[src/rtl/hash_guard_pkg.sv]
package hash_guard_pkg;
    localparam int XLEN   = 64;
    localparam int HWORD  = 16;
    localparam int LANES  = 4;
    localparam int KWORDS = 4;
    localparam int ROUNDS = 32;
    localparam int RND_W  = $clog2(ROUNDS + 1);
    localparam int GRP_W  = $clog2(ROUNDS / KWORDS);

    localparam logic [5:0]      PRIMARY_OP = 6'd31;
    localparam logic [9:0]      XO_STORE   = 10'b1011010010;
    localparam logic [9:0]      XO_CHECK   = 10'b1011110010;
    localparam logic [XLEN-1:0] OFF_BASE   = 64'hFFFF_FFFF_FFFF_FE00;
    localparam logic [HWORD-1:0] KS_CONST  = 16'hfffc;
    localparam logic [63:0]     KS_SEQ     = 64'hfa2561cdf44ac398;

    typedef logic [HWORD-1:0] hword_t;
    typedef enum logic [1:0] {ST_IDLE, ST_HASH, ST_MEM} unit_st_e;

    function automatic hword_t rol16(hword_t x, int unsigned n);
        return (x << n) | (x >> (HWORD - n));
    endfunction

    function automatic hword_t ror16(hword_t x, int unsigned n);
        return (x >> n) | (x << (HWORD - n));
    endfunction
endpackage

[src/rtl/hash_key_step.sv]
module hash_key_step
    import hash_guard_pkg::*;
(
    input  logic [KWORDS-1:0][HWORD-1:0] grp_i,
    input  logic [GRP_W-1:0]             grp_idx_i,
    output logic [KWORDS-1:0][HWORD-1:0] grp_o
);
    logic [2*KWORDS-1:0][HWORD-1:0] win;
    logic [KWORDS-1:0][HWORD-1:0]   tmp;

    always_comb begin
        win = '0;
        tmp = '0;
        for (int m = 0; m < KWORDS; m++) win[m] = grp_i[m];
        for (int m = 0; m < KWORDS; m++) begin
            int zi;
            zi = int'(grp_idx_i) * KWORDS + m;
            tmp[m] = ror16(win[m+3], 3) ^ win[m+1];
            win[m+4] = KS_CONST ^ {15'b0, KS_SEQ[6'(63 - zi)]} ^ win[m]
                       ^ tmp[m] ^ ror16(tmp[m], 1);
        end
        for (int m = 0; m < KWORDS; m++) grp_o[m] = win[m+KWORDS];
    end
endmodule

[src/rtl/hash_round.sv]
module hash_round
    import hash_guard_pkg::*;
(
    input  hword_t lft_i,
    input  hword_t rgt_i,
    input  hword_t key_i,
    output hword_t lft_o,
    output hword_t rgt_o
);
    hword_t mix;
    always_comb begin
        mix   = (rol16(lft_i, 1) & rol16(lft_i, 8)) ^ rol16(lft_i, 2);
        lft_o = rgt_i ^ mix ^ key_i;
        rgt_o = lft_i;
    end
endmodule

[src/rtl/hash_digest_core.sv]
module hash_digest_core
    import hash_guard_pkg::*;
(
    input  logic            clk,
    input  logic            rst_n,
    input  logic            start_i,
    input  logic [XLEN-1:0] ra_i,
    input  logic [XLEN-1:0] rb_i,
    input  logic [XLEN-1:0] key_i,
    output logic            busy_o,
    output logic            valid_o,
    output logic [XLEN-1:0] digest_o
);
    typedef struct packed {
        logic                          run;
        logic                          vld;
        logic [RND_W-1:0]              rnd;
        logic [LANES-1:0][HWORD-1:0]   lft;
        logic [LANES-1:0][HWORD-1:0]   rgt;
        logic [KWORDS-1:0][HWORD-1:0]  grp;
    } core_s;

    core_s q, d;

    logic [XLEN-1:0]               mix_h, mix_l;
    logic [LANES-1:0][31:0]        lane_in;
    logic [LANES-1:0][HWORD-1:0]   nxt_lft, nxt_rgt;
    logic [KWORDS-1:0][HWORD-1:0]  grp_next;
    logic [LANES-1:0][31:0]        lane_out;

    // byte interleave of the two operands
    always_comb begin
        mix_h = '0;
        mix_l = '0;
        for (int i = 0; i < 4; i++) begin
            mix_h[8*(7-2*i) +: 8] = rb_i[8*i +: 8];
            mix_h[8*(2*i)   +: 8] = ra_i[32 + 8*i +: 8];
            mix_l[8*(7-2*i) +: 8] = rb_i[32 + 8*i +: 8];
            mix_l[8*(2*i)   +: 8] = ra_i[8*i +: 8];
        end
        lane_in[0] = mix_h[63:32];
        lane_in[1] = mix_h[31:0];
        lane_in[2] = mix_l[63:32];
        lane_in[3] = mix_l[31:0];
    end

    hash_key_step u_ks (
        .grp_i     (q.grp),
        .grp_idx_i (q.rnd[RND_W-2:2]),
        .grp_o     (grp_next)
    );

    for (genvar L = 0; L < LANES; L++) begin : g_lane
        logic [1:0] sel;
        assign sel = q.rnd[1:0] + 2'(L);
        hash_round u_rnd (
            .lft_i (q.lft[L]),
            .rgt_i (q.rgt[L]),
            .key_i (q.grp[sel]),
            .lft_o (nxt_lft[L]),
            .rgt_o (nxt_rgt[L])
        );
        assign lane_out[L] = {q.rgt[L], q.lft[L]};
    end

    always_comb begin
        d     = q;
        d.vld = 1'b0;
        if (start_i) begin
            d.run = 1'b1;
            d.rnd = '0;
            for (int L = 0; L < LANES; L++) begin
                d.lft[L] = lane_in[L][15:0];
                d.rgt[L] = lane_in[L][31:16];
            end
            for (int m = 0; m < KWORDS; m++) d.grp[m] = key_i[XLEN-1-HWORD*m -: HWORD];
        end else if (q.run) begin
            d.lft = nxt_lft;
            d.rgt = nxt_rgt;
            if (q.rnd[1:0] == 2'd3) d.grp = grp_next;
            d.rnd = q.rnd + 1'b1;
            if (q.rnd == RND_W'(ROUNDS - 1)) begin
                d.run = 1'b0;
                d.vld = 1'b1;
            end
        end
    end

    always_ff @(posedge clk) begin
        if (!rst_n) q <= '0;
        else        q <= d;
    end

    assign busy_o   = q.run;
    assign valid_o  = q.vld;
    assign digest_o = {lane_out[0], lane_out[1]} ^ {lane_out[2], lane_out[3]};


    round_window_chk: assert property (@(posedge clk) disable iff (!rst_n)
        q.run |-> (q.rnd < RND_W'(ROUNDS)));

    valid_end_chk: assert property (@(posedge clk) disable iff (!rst_n)
        q.vld |-> !q.run);
endmodule

[src/rtl/hash_decode.sv]
module hash_decode
    import hash_guard_pkg::*;
(
    input  logic [31:0]     instr_i,
    output logic            is_store_o,
    output logic            is_check_o,
    output logic            ra_zero_o,
    output logic [XLEN-1:0] offset_o
);
    logic       prim_hit;
    logic [5:0] disp;
    logic       unused_rb;

    assign prim_hit   = (instr_i[31:26] == PRIMARY_OP);
    assign is_store_o = prim_hit && (instr_i[10:1] == XO_STORE);
    assign is_check_o = prim_hit && (instr_i[10:1] == XO_CHECK);
    assign ra_zero_o  = (instr_i[20:16] == 5'd0);
    assign disp       = {instr_i[0], instr_i[25:21]};
    assign offset_o   = OFF_BASE | {55'b0, disp, 3'b000};
    assign unused_rb  = ^instr_i[15:11];
endmodule

[src/rtl/hash_guard_unit.sv]
module hash_guard_unit
    import hash_guard_pkg::*;
(
    input  logic        clk,
    input  logic        rst_n,
    input  logic        op_valid,
    input  logic [31:0] op_instr,
    input  logic [63:0] op_ra,
    input  logic [63:0] op_rb,
    input  logic [63:0] hash_key,
    input  logic        isa_ok,
    output logic        busy,
    output logic        done,
    output logic        trap,
    output logic        illegal,
    output logic        mem_req,
    output logic        mem_we,
    output logic [63:0] mem_addr,
    output logic [63:0] mem_wdata,
    input  logic        mem_ack,
    input  logic [63:0] mem_rdata
);
    typedef struct packed {
        unit_st_e        st;
        logic            chk;
        logic [XLEN-1:0] addr;
        logic [XLEN-1:0] dig;
        logic            req;
        logic            done;
        logic            trap;
        logic            ill;
    } unit_s;

    unit_s q, d;

    logic            dec_store, dec_check, dec_ra_zero;
    logic [XLEN-1:0] dec_offset;
    logic            core_start, core_busy, core_valid;
    logic [XLEN-1:0] core_digest;

    hash_decode u_dec (
        .instr_i    (op_instr),
        .is_store_o (dec_store),
        .is_check_o (dec_check),
        .ra_zero_o  (dec_ra_zero),
        .offset_o   (dec_offset)
    );

    hash_digest_core u_core (
        .clk      (clk),
        .rst_n    (rst_n),
        .start_i  (core_start),
        .ra_i     (op_ra),
        .rb_i     (op_rb),
        .key_i    (hash_key),
        .busy_o   (core_busy),
        .valid_o  (core_valid),
        .digest_o (core_digest)
    );

    always_comb begin
        d          = q;
        d.done     = 1'b0;
        d.trap     = 1'b0;
        d.ill      = 1'b0;
        core_start = 1'b0;
        unique case (q.st)
            ST_IDLE: begin
                if (op_valid) begin
                    if (!isa_ok || !(dec_store || dec_check)) begin
                        d.done = 1'b1;
                    end else if (dec_ra_zero) begin
                        d.done = 1'b1;
                        d.ill  = 1'b1;
                    end else begin
                        core_start = 1'b1;
                        d.st   = ST_HASH;
                        d.chk  = dec_check;
                        d.addr = op_ra + dec_offset;
                    end
                end
            end
            ST_HASH: begin
                if (core_valid) begin
                    d.dig = core_digest;
                    d.req = 1'b1;
                    d.st  = ST_MEM;
                end
            end
            ST_MEM: begin
                if (mem_ack) begin
                    d.req  = 1'b0;
                    d.done = 1'b1;
                    d.trap = q.chk && (mem_rdata != q.dig);
                    d.st   = ST_IDLE;
                end
            end
            default: d.st = ST_IDLE;
        endcase
    end

    always_ff @(posedge clk) begin
        if (!rst_n) q <= '0;
        else        q <= d;
    end

    assign busy      = (q.st != ST_IDLE);
    assign done      = q.done;
    assign trap      = q.trap;
    assign illegal   = q.ill;
    assign mem_req   = q.req;
    assign mem_we    = q.req && !q.chk;
    assign mem_addr  = q.addr;
    assign mem_wdata = q.dig;


    req_hold_chk: assert property (@(posedge clk) disable iff (!rst_n)
        (mem_req && !mem_ack) |=> (mem_req && $stable(mem_addr) && $stable(mem_we)));

    ack_done_chk: assert property (@(posedge clk) disable iff (!rst_n)
        (mem_req && mem_ack) |=> (done && !mem_req));

    trap_done_chk: assert property (@(posedge clk) disable iff (!rst_n)
        trap |-> (done && !illegal));

    illegal_quiet_chk: assert property (@(posedge clk) disable iff (!rst_n)
        illegal |-> (done && !mem_req && !busy));

    nop_chk: assert property (@(posedge clk) disable iff (!rst_n)
        (op_valid && !busy && !isa_ok) |=> (done && !mem_req && !illegal && !trap));

    hash_busy_chk: assert property (@(posedge clk) disable iff (!rst_n)
        core_busy |-> (busy && !mem_req));
endmodule

[config.mk]
export PLATFORM = sky130hd
export DESIGN_NAME = hash_guard_unit
export DESIGN_NICKNAME = d
export VERILOG_FILES = /design/src/rtl/hash_guard_pkg.sv /design/src/rtl/hash_key_step.sv /design/src/rtl/hash_round.sv /design/src/rtl/hash_digest_core.sv /design/src/rtl/hash_decode.sv /design/src/rtl/hash_guard_unit.sv
export SDC_FILE = /design/constraint.sdc
export NUM_CORES = 1
export LEC_CHECK = 0
export BUFFER_PORTS_ARGS = -buffer_cell sky130_fd_sc_hd__buf_2
export CAP_MARGIN = 20
export CORE_MARGIN = 5
export CORE_UTILIZATION = 55
export CTS_BUF_LIST = sky130_fd_sc_hd__clkbuf_4 sky130_fd_sc_hd__clkbuf_8
export CTS_CLUSTER_SIZE = 28
export DETAILED_ROUTE_END_ITERATION = 8
export GPL_TIMING_DRIVEN = 1
export PLACE_DENSITY = 0.85
export SETUP_SLACK_MARGIN = 0.02
export SLEW_MARGIN = 20
export SYNTH_ARGS = -nofsm -noshare
export SYNTH_HDL_FRONTEND = slang
export SYNTH_HIERARCHICAL = 1
export SYNTH_SLANG_ARGS = --single-unit
[constraint.sdc]
create_clock -name clk -period 4.16 [get_ports clk]
set_input_delay 0.832 -clock clk [delete_from_list [all_inputs] [get_ports clk]]
set_output_delay 0.832 -clock clk [all_outputs]
set_load 0.005 [all_outputs]
==> flow_summary.rst, run 1 <==
.. list-table::
   :header-rows: 1

   * - Metric
     - Value
   * - Run status
     - complete, no violations
   * - Vias per Instance
     - approximately 6
   * - Crit-path max FO
     - 10
   * - Effective utilization at floorplan
     - around 55%
   * - Synth async-reset ratio
     - 0%
   * - Count of input and output buffers
     - between 400 and 500
   * - Cell count after synthesis
     - 2,998
   * - List of cells traversed by the critical path
     - xnor3_1 -> xnor3_1 -> xnor3_1 -> xnor2_1 -> xor2_1 -> xnor2_1 -> mux2i_1 -> a21oi_1
   * - Core Box Area
     - about 50,000 um2
   * - Final period util
     - 79.9%
   * - Share of cells above drive strength 1
     - between 20% and 30%
   * - Max-cap check violation count
     - 0
   * - Total Wirelength
     - slightly above 90,000 um
   * - Minimum clock period
     - 3320 ps
   * - Clock Path Buffers
     - 3
   * - Pre-antenna DRT Iters
     - 8
   * - Die W
     - approximately 230 um
   * - Power per cell area
     - 260 nW/um2
   * - Total global routing overflow
     - 0
   * - Register clock-pin slew on the reported worst setup and hold paths
     - 70 ps
   * - Area growth, synth to finish
     - 7.66%
   * - Global-route wire length before repair
     - 132,000 um
   * - Setup crit end kind
     - register
   * - Post-placement cell count
     - roughly 3,700
   * - Number of nets still failing antenna checks after routing
     - 0
   * - Hold_ws
     - between 300 and 400 ps
   * - P_leak
     - around 16 nW
   * - Non-filler cells, final
     - approximately 3,900
   * - Post-Route Setup TNS
     - 0 ps
   * - Post-CTS setup buffers
     - 0
   * - Post-layout nets
     - 3,500
   * - Dominant register cell in the synthesized netlist
     - dfxtp_1
   * - Crit path required time
     - between 4000 and 5000 ps
   * - GRT Total Usage
     - about a third
   * - Number of global-route vias before repair
     - 21,595
   * - Clock skew
     - roughly 66 ps
   * - Biggest area consumer among synthesized cells
     - dfxtp_1
   * - Leading cell type in the layout, fill and taps excluded
     - nand2_1
   * - Proportion of netlist area held by the largest area contributor
     - 24.3%
   * - Timing-limited maximum frequency
     - 301 MHz
   * - Worst rel slew slack
     - 29.2%
   * - TritonCTS Buffers
     - 60
   * - Number of max-slew violations in the final report
     - 0
   * - Transition time of the tightest slew-check pin
     - about 1100 ps
   * - Hold buffer count at CTS
     - 0
   * - Arrival time worst endpoint
     - around 4000 ps
   * - Proportion of synthesized chip area in sequential cells
     - between 20% and 30%
   * - Peak per-stage delay on the critical path
     - around 670 ps
   * - Cell with the biggest individual delay on the critical path
     - dfxtp_1
   * - Final HPWL from detailed placement
     - 71,200 um
   * - Unrepaired setup endpoints after global routing
     - false
   * - Final number of hold-violating endpoints
     - 0
   * - Most frequent CP cell
     - xnor3_1
   * - DRC violation count after routing
     - 0
   * - Summed instance area of the synthesized netlist
     - 27,600 um2
   * - CTS tree
     - done
   * - Count of vias placed by the detailed router
     - between 20,000 and 25,000
   * - Number of DRC markers in iteration 0
     - between 2,000 and 3,000
   * - Post-synth EDFFs
     - 0
   * - Clock network latency to the later pin of the worst-skew pair
     - between 700 and 800 ps
   * - Number of H-tree branching levels
     - 2
   * - Worst vdd rail ir drop
     - about 220 uV
   * - Post-cts repair resize count
     - 0
   * - Overall power after layout
     - 7.72 mW
   * - Clock sinks
     - roughly 340
   * - Filler cell count in the final layout
     - roughly 4,400
   * - Warnings from Yosys
     - 6
   * - Clock tree root driver cell
     - clkbuf_8
   * - Num ports
     - between 400 and 500
   * - Mean routed wirelength per cell
     - between 20 and 25 um
   * - Seq cells post-synth
     - roughly 340
   * - Total of endpoints with negative setup slack in the final report
     - 0
   * - Critical path type
     - reg -> reg
   * - Standard-cell rows
     - ~80
   * - Netlist cell types
     - 85
   * - DIE HEIGHT
     - 234 um
   * - Maximum number of pins on one net before global-route repair
     - 186
   * - Routability congestion estimate from global placement
     - between 0.9 and 1
   * - HP Class
     - in -> reg
   * - Startpoint types
     - register
   * - Commonest cells after routing, fill and taps aside
     - 479 x nand2_1, 420 x buf_2, 332 x dfxtp_1, 264 x xor2_1, 253 x a21oi_1
   * - Number of antenna violations at the first check in global routing
     - 20
   * - Top cells by area in the synthesized netlist
     - dfxtp_1 24%, xor2_1 8.4%, xnor3_1 7.6%, mux2i_1 7.2%, buf_4 7.1%
   * - Total Die Area
     - about 55,000 um2
   * - Mean post-synth cell area
     - 9.21 um2
## critical path, delay by kind of cell (launching register included)
family         cells  cell delay, ps
AO/OA/AOI/OAI      1             170
XOR/XNOR           6            2270
flip-flops         1             670
multiplexers       1             140
## power by group
group	leakage, nW	total [mW]	internal [mW]	switching [mW]
clock network	0.724	3.51	1.99	1.52
logic	12.4	1.00	0.386	0.613
registers	2.70	3.21	3.21	0.000617
total	15.9	7.72	5.58	2.14
## layer usage
| layer | vias to the layer above | share of wire (%) | global-route usage (%) |
|---|---|---|---|
| li1 | 10527 | - | - |
| met1 | 10816 | 39 | 40.8 |
| met2 | 1197 | 45 | 50.4 |
| met3 | 234 | 11 | 8.52 |
| met4 | 16 | 5.2 | 14.5 |
| met5 | - | 0.11 | 0 |
## path summary, 6_finish.rpt
| path | start | cells past startpoint | slack (ps) | end |
|---|---|---|---|---|
| worst max register to register | u_core/q[49] | 8 | 840 | u_core/q[49] |
| worst max-delay path | u_core/q[49] | 8 | 840 | u_core/q[49] |
| worst min register to register | mem_addr[31] | 2 | 440 | mem_addr[31] |
| worst min-delay path | op_rb[48] | 2 | 340 | u_core/lane_out[120] |
## sequential cells by signal, indices dropped and copies added (netlist names), 3 cells and up
signal	count
u_core/q	70
mem_addr	64
u_core/lane_out	128
mem_wdata	64
q	3
## per-stage QoR
| stage | util, % | area, um2 | setup slack, ps |
|---|---|---|---|
| global route | 59.5 | 29700 | 733 |
| finish | 59.5 | 29700 | 837 |
| floorplan | - | 27800 | 617 |
| CTS | 59.4 | 29700 | 900 |
| detailed placement | 56.7 | 28300 | 384 |
| global placement | 56.7 | 28300 | 421 |
## final cells by class
class	instances	area, um2	share of cell area [%]
multi-input cells	2266	18300	61.5
clock inverters	19	189	0.635
repair buffers	450	2400	8.09
flip-flops and latches	335	6720	22.6
clock buffers	90	1170	3.93
inverters	24	98.8	0.332
well taps	672	841	2.83
diodes	12	30.0	0.101
## synth_stat cells (11+ instances only)
| library cell | number |
|---|---|
| a21oi_1 | 253 |
| nand2_1 | 480 |
| ha_1 | 69 |
| nand4_1 | 27 |
| nor3_1 | 11 |
| nor2b_1 | 13 |
| xor2_1 | 264 |
| mux4_2 | 64 |
| buf_2 | 36 |
| xnor3_1 | 93 |
| dfxtp_1 | 335 |
| o211a_1 | 128 |
| clkbuf_1 | 94 |
| mux2i_1 | 198 |
| buf_6 | 18 |
| buf_4 | 262 |
| inv_1 | 21 |
| xnor2_1 | 172 |
| nor2_1 | 61 |
| a21o_1 | 46 |
| nor4_1 | 20 |
| o21ai_0 | 103 |
| nand3_1 | 28 |
| buf_1 | 17 |
## cell families (layout without fill, tap and decap cells)
logic type	Yosys count	after routing	synth area share [%]
DFF	335	335	24.3
other	2	70	0.0272
muxes	263	263	12.4
and+or+nand+nor	696	696	11.0
buffers and inverters	453	583	10.4
adders and majority gates	70	70	3.20
xor gates and xnor gates	554	554	23.4
AOI/OAI and AO/OA	625	625	15.3
No activity file was read; power rests on OpenSTA's default activity.
==> inputs of run 2 (changes only) <==
clock period = 3.5 ns   (was 4.16 ns; I/O delays follow)
==> run 2 against run 1 <==
Compared with the run above: utilization rose by 1.3 points; cell count is 2.2% higher; first-iteration DRC count rose by 3.0%; critical path type unchanged; clock power is 17% higher; largest power group unchanged.
==> flow_summary.rst, run 2 (same netlist as run 1, synthesis figures left out) <==
.. list-table::
   :header-rows: 1

   * - Metric
     - Value
   * - Run status
     - complete, no violations (unchanged)
   * - Power per cell area
     - 302 nW/um2 (was 260 nW/um2)
   * - DRC violation count after routing
     - 0 (unchanged)
   * - Timing startpoint of the critical path
     - u_core/q[196] (was u_core/q[49])
   * - Number of H-tree branching levels
     - 2 (unchanged)
   * - Area growth, synth to finish
     - 9.94% (was 7.66%)
   * - Final number of hold-violating endpoints
     - 0 (unchanged)
   * - Cell with the biggest individual delay on the critical path
     - dfxtp_1 (unchanged)
   * - Seq pwr share
     - 41.6% (about the same)
   * - Unrepaired setup endpoints after global routing
     - false (unchanged)
   * - Number of max-slew violations in the final report
     - 0 (unchanged)
   * - Die W
     - 234 um (unchanged)
   * - Setup crit end kind
     - register (unchanged)
   * - Buf/Inv on CP
     - 0 (unchanged)
   * - Count of vias placed by the detailed router
     - 23,100 (was 22,790)
   * - Clock Path Buffers
     - 3 (unchanged)
   * - Total Die Area
     - 54,800 um2 (unchanged)
   * - Number of antenna violations at the first check in global routing
     - 12 (was 20)
   * - Top delay family on crit path
     - XOR/XNOR gates (unchanged)
   * - Clock network latency to the later pin of the worst-skew pair
     - 700 ps (was 720 ps)
   * - Routed wl met3
     - 10,500 um (was 9940 um)
   * - Total Wirelength
     - 93,900 um (was 91,500 um)
   * - List of cells traversed by the critical path
     - ha_1 -> xnor2_1 -> xnor3_1 -> xnor3_1 -> xnor2_1 -> xnor2_1 -> xor2_1 -> mux2i_1 -> a21oi_1 (was xnor3_1 -> xnor3_1 -> xnor3_1 -> xnor2_1 -> xor2_1 -> xnor2_1 -> mux2i_1 -> a21oi_1)
   * - Number of nets still failing antenna checks after routing
     - 0 (unchanged)
   * - Total of endpoints with negative setup slack in the final report
     - 0 (unchanged)
   * - Slack of the worst reg-to-reg path
     - 230 ps (was 840 ps)
   * - Leading cell type in the layout, fill and taps excluded
     - nand2_1 (unchanged)
   * - Minimum clock period
     - 3270 ps (was 3320 ps)
   * - Count of input and output buffers
     - 421 (unchanged)
   * - Post-cts repair resize count
     - 0 (unchanged)
   * - Worst vdd rail ir drop
     - 222 uV (was 219 uV)
   * - Highest metal layer with signal wires
     - met5 (unchanged)
   * - Num ports
     - 427 (unchanged)
   * - GRT Total Usage
     - 32.7% (was 31.8%)
   * - Largest register FFs
     - 128 (unchanged)
   * - Clock tree root driver cell
     - clkbuf_8 (unchanged)
   * - Final period util
     - 93.3% (was 79.9%)
   * - Setup slack after placement
     - -40.5 ps (was 384 ps)
   * - Hold buffer count at CTS
     - 0 (unchanged)
   * - Clock group share of total power
     - 44.6% (was 45.5%)
   * - Arrival time worst endpoint
     - 3810 ps (was 3960 ps)
   * - Total global routing overflow
     - 0 (unchanged)
   * - Commonest cells after routing, fill and taps aside
     - 479 x nand2_1, 420 x buf_2, 332 x dfxtp_1, 264 x xor2_1, 253 x a21oi_1 (unchanged)
   * - Peak per-stage delay on the critical path
     - 530 ps (was 670 ps)
   * - Routed length on met2
     - 41,000 um (was 41,100 um)
   * - Met1 WL
     - 36,500 um (was 35,700 um)
   * - Pre-antenna DRT Iters
     - 5 (was 8)
   * - Routability congestion estimate from global placement
     - 1.01 (was 0.975)
   * - Worst rel slew slack
     - 29.1% (was 29.2%)
   * - Post-CTS setup buffers
     - 0 (unchanged)
   * - TritonCTS Buffers
     - 58 (was 60)
   * - Startpoint types
     - register (unchanged)
   * - Number of global-route vias before repair
     - 21,947 (was 21,595)
   * - Switch Pwr
     - 2.53 mW (was 2.14 mW)
   * - P_leak
     - 16.3 nW (was 15.9 nW)
   * - Global-route wire length before repair
     - 135,000 um (was 132,000 um)
   * - Maximum number of pins on one net before global-route repair
     - 125 (was 186)
   * - Clock sinks
     - 335 (unchanged)
   * - Number of DRC markers in iteration 0
     - 2,671 (was 2,592)
   * - Mean routed wirelength per cell
     - 23.7 um (about the same)
   * - Final HPWL from detailed placement
     - 74,000 um (was 71,200 um)
   * - Timing-limited maximum frequency
     - 306 MHz (was 301 MHz)
   * - Crit path required time
     - 4040 ps (was 4800 ps)
   * - Clock skew
     - 46.2 ps (was 66.4 ps)
   * - Register clock-pin slew on the reported worst setup and hold paths
     - 70 ps (about the same)
   * - Standard-cell rows
     - 82 (unchanged)
   * - DIE HEIGHT
     - 234 um (unchanged)
   * - Final core area utilization
     - 60.8% (was 59.5%)
   * - Slack of the critical path
     - 234 ps (was 837 ps)
   * - Effective utilization at floorplan
     - 55.3% (unchanged)
   * - CTS tree
     - done (unchanged)
   * - Max-cap check violation count
     - 0 (unchanged)
   * - Transition time of the tightest slew-check pin
     - 1050 ps (was 1060 ps)
   * - Min-Delay Startpoint
     - op_rb[38] (was op_rb[48])
   * - HP Class
     - in -> reg (unchanged)
   * - Int Pwr
     - 6.65 mW (was 5.58 mW)
   * - Post-layout nets
     - 3,590 (was 3,500)
   * - Share of cells above drive strength 1
     - 23.4% (was 21.3%)
   * - Power share of the combinational group
     - 13.8% (was 12.9%)
   * - Startpoint of the worst register-to-register path
     - u_core/q[196] (was u_core/q[49])
   * - Critical path type
     - reg -> reg (unchanged)
   * - Vias per Instance
     - 5.84 (was 5.89)
   * - Most frequent CP cell
     - xnor2_1 (was xnor3_1)
   * - Core Box Area
     - 50,000 um2 (unchanged)
   * - Switching share of total power
     - 27.6% (was 27.7%)
   * - Crit-path max FO
     - 7 (was 10)
==> run 2: path summary, 6_finish.rpt <==
kind                          to  cells after the start
max                 u_core/q[54]                      9
min          u_core/lane_out[94]                      2
max reg2reg         u_core/q[54]                      9
min reg2reg         mem_addr[19]                      2
==> run 2: through the flow <==
stage	cell area, um2	total power [mW]	hold slack (ps)	setup TNS (ps)	cells
after floorplan	27800	4.66	432	0	3054
after global placement	29000	5.15	438	0	3839
after detailed placement	29000	5.15	441	-40.5	3839
after CTS	30300	9.22	182	0	3944
after global routing	30300	9.51	207	0	3947
final	30400	9.18	219	0	3954
==> run 2: power groups by stage <==
stage / clock [mW] / combinational (mW) / sequential, mW
floorplan: 0 / 0.764 / 3.90
global placement: 0 / 1.25 / 3.90
detailed placement: 0 / 1.25 / 3.90
CTS: 4.14 / 1.26 / 3.81
global route: 4.31 / 1.39 / 3.81
finish: 4.09 / 1.27 / 3.81
==> run 2: metal layers <==
| layer | global-route usage, % | up-vias |
|---|---|---|
| li1 | - | 10683 |
| met1 | 42.3 | 10811 |
| met2 | 50.6 | 1336 |
| met3 | 7.85 | 262 |
| met4 | 17.5 | 8 |
| met5 | 0 | - |
==> run 2: layout make-up <==
| cell class | count | area [um2] |
|---|---|---|
| antenna | 10 | 25.0 |
| tap | 672 | 841 |
| fill | 4309 | 19600 |
| sequential | 335 | 6720 |
| inverter | 24 | 98.8 |
| clock buffer | 94 | 1190 |
| clock inverter | 11 | 130 |
| timing repair buffer | 542 | 3080 |
| multi-input combinational | 2266 | 18300 |
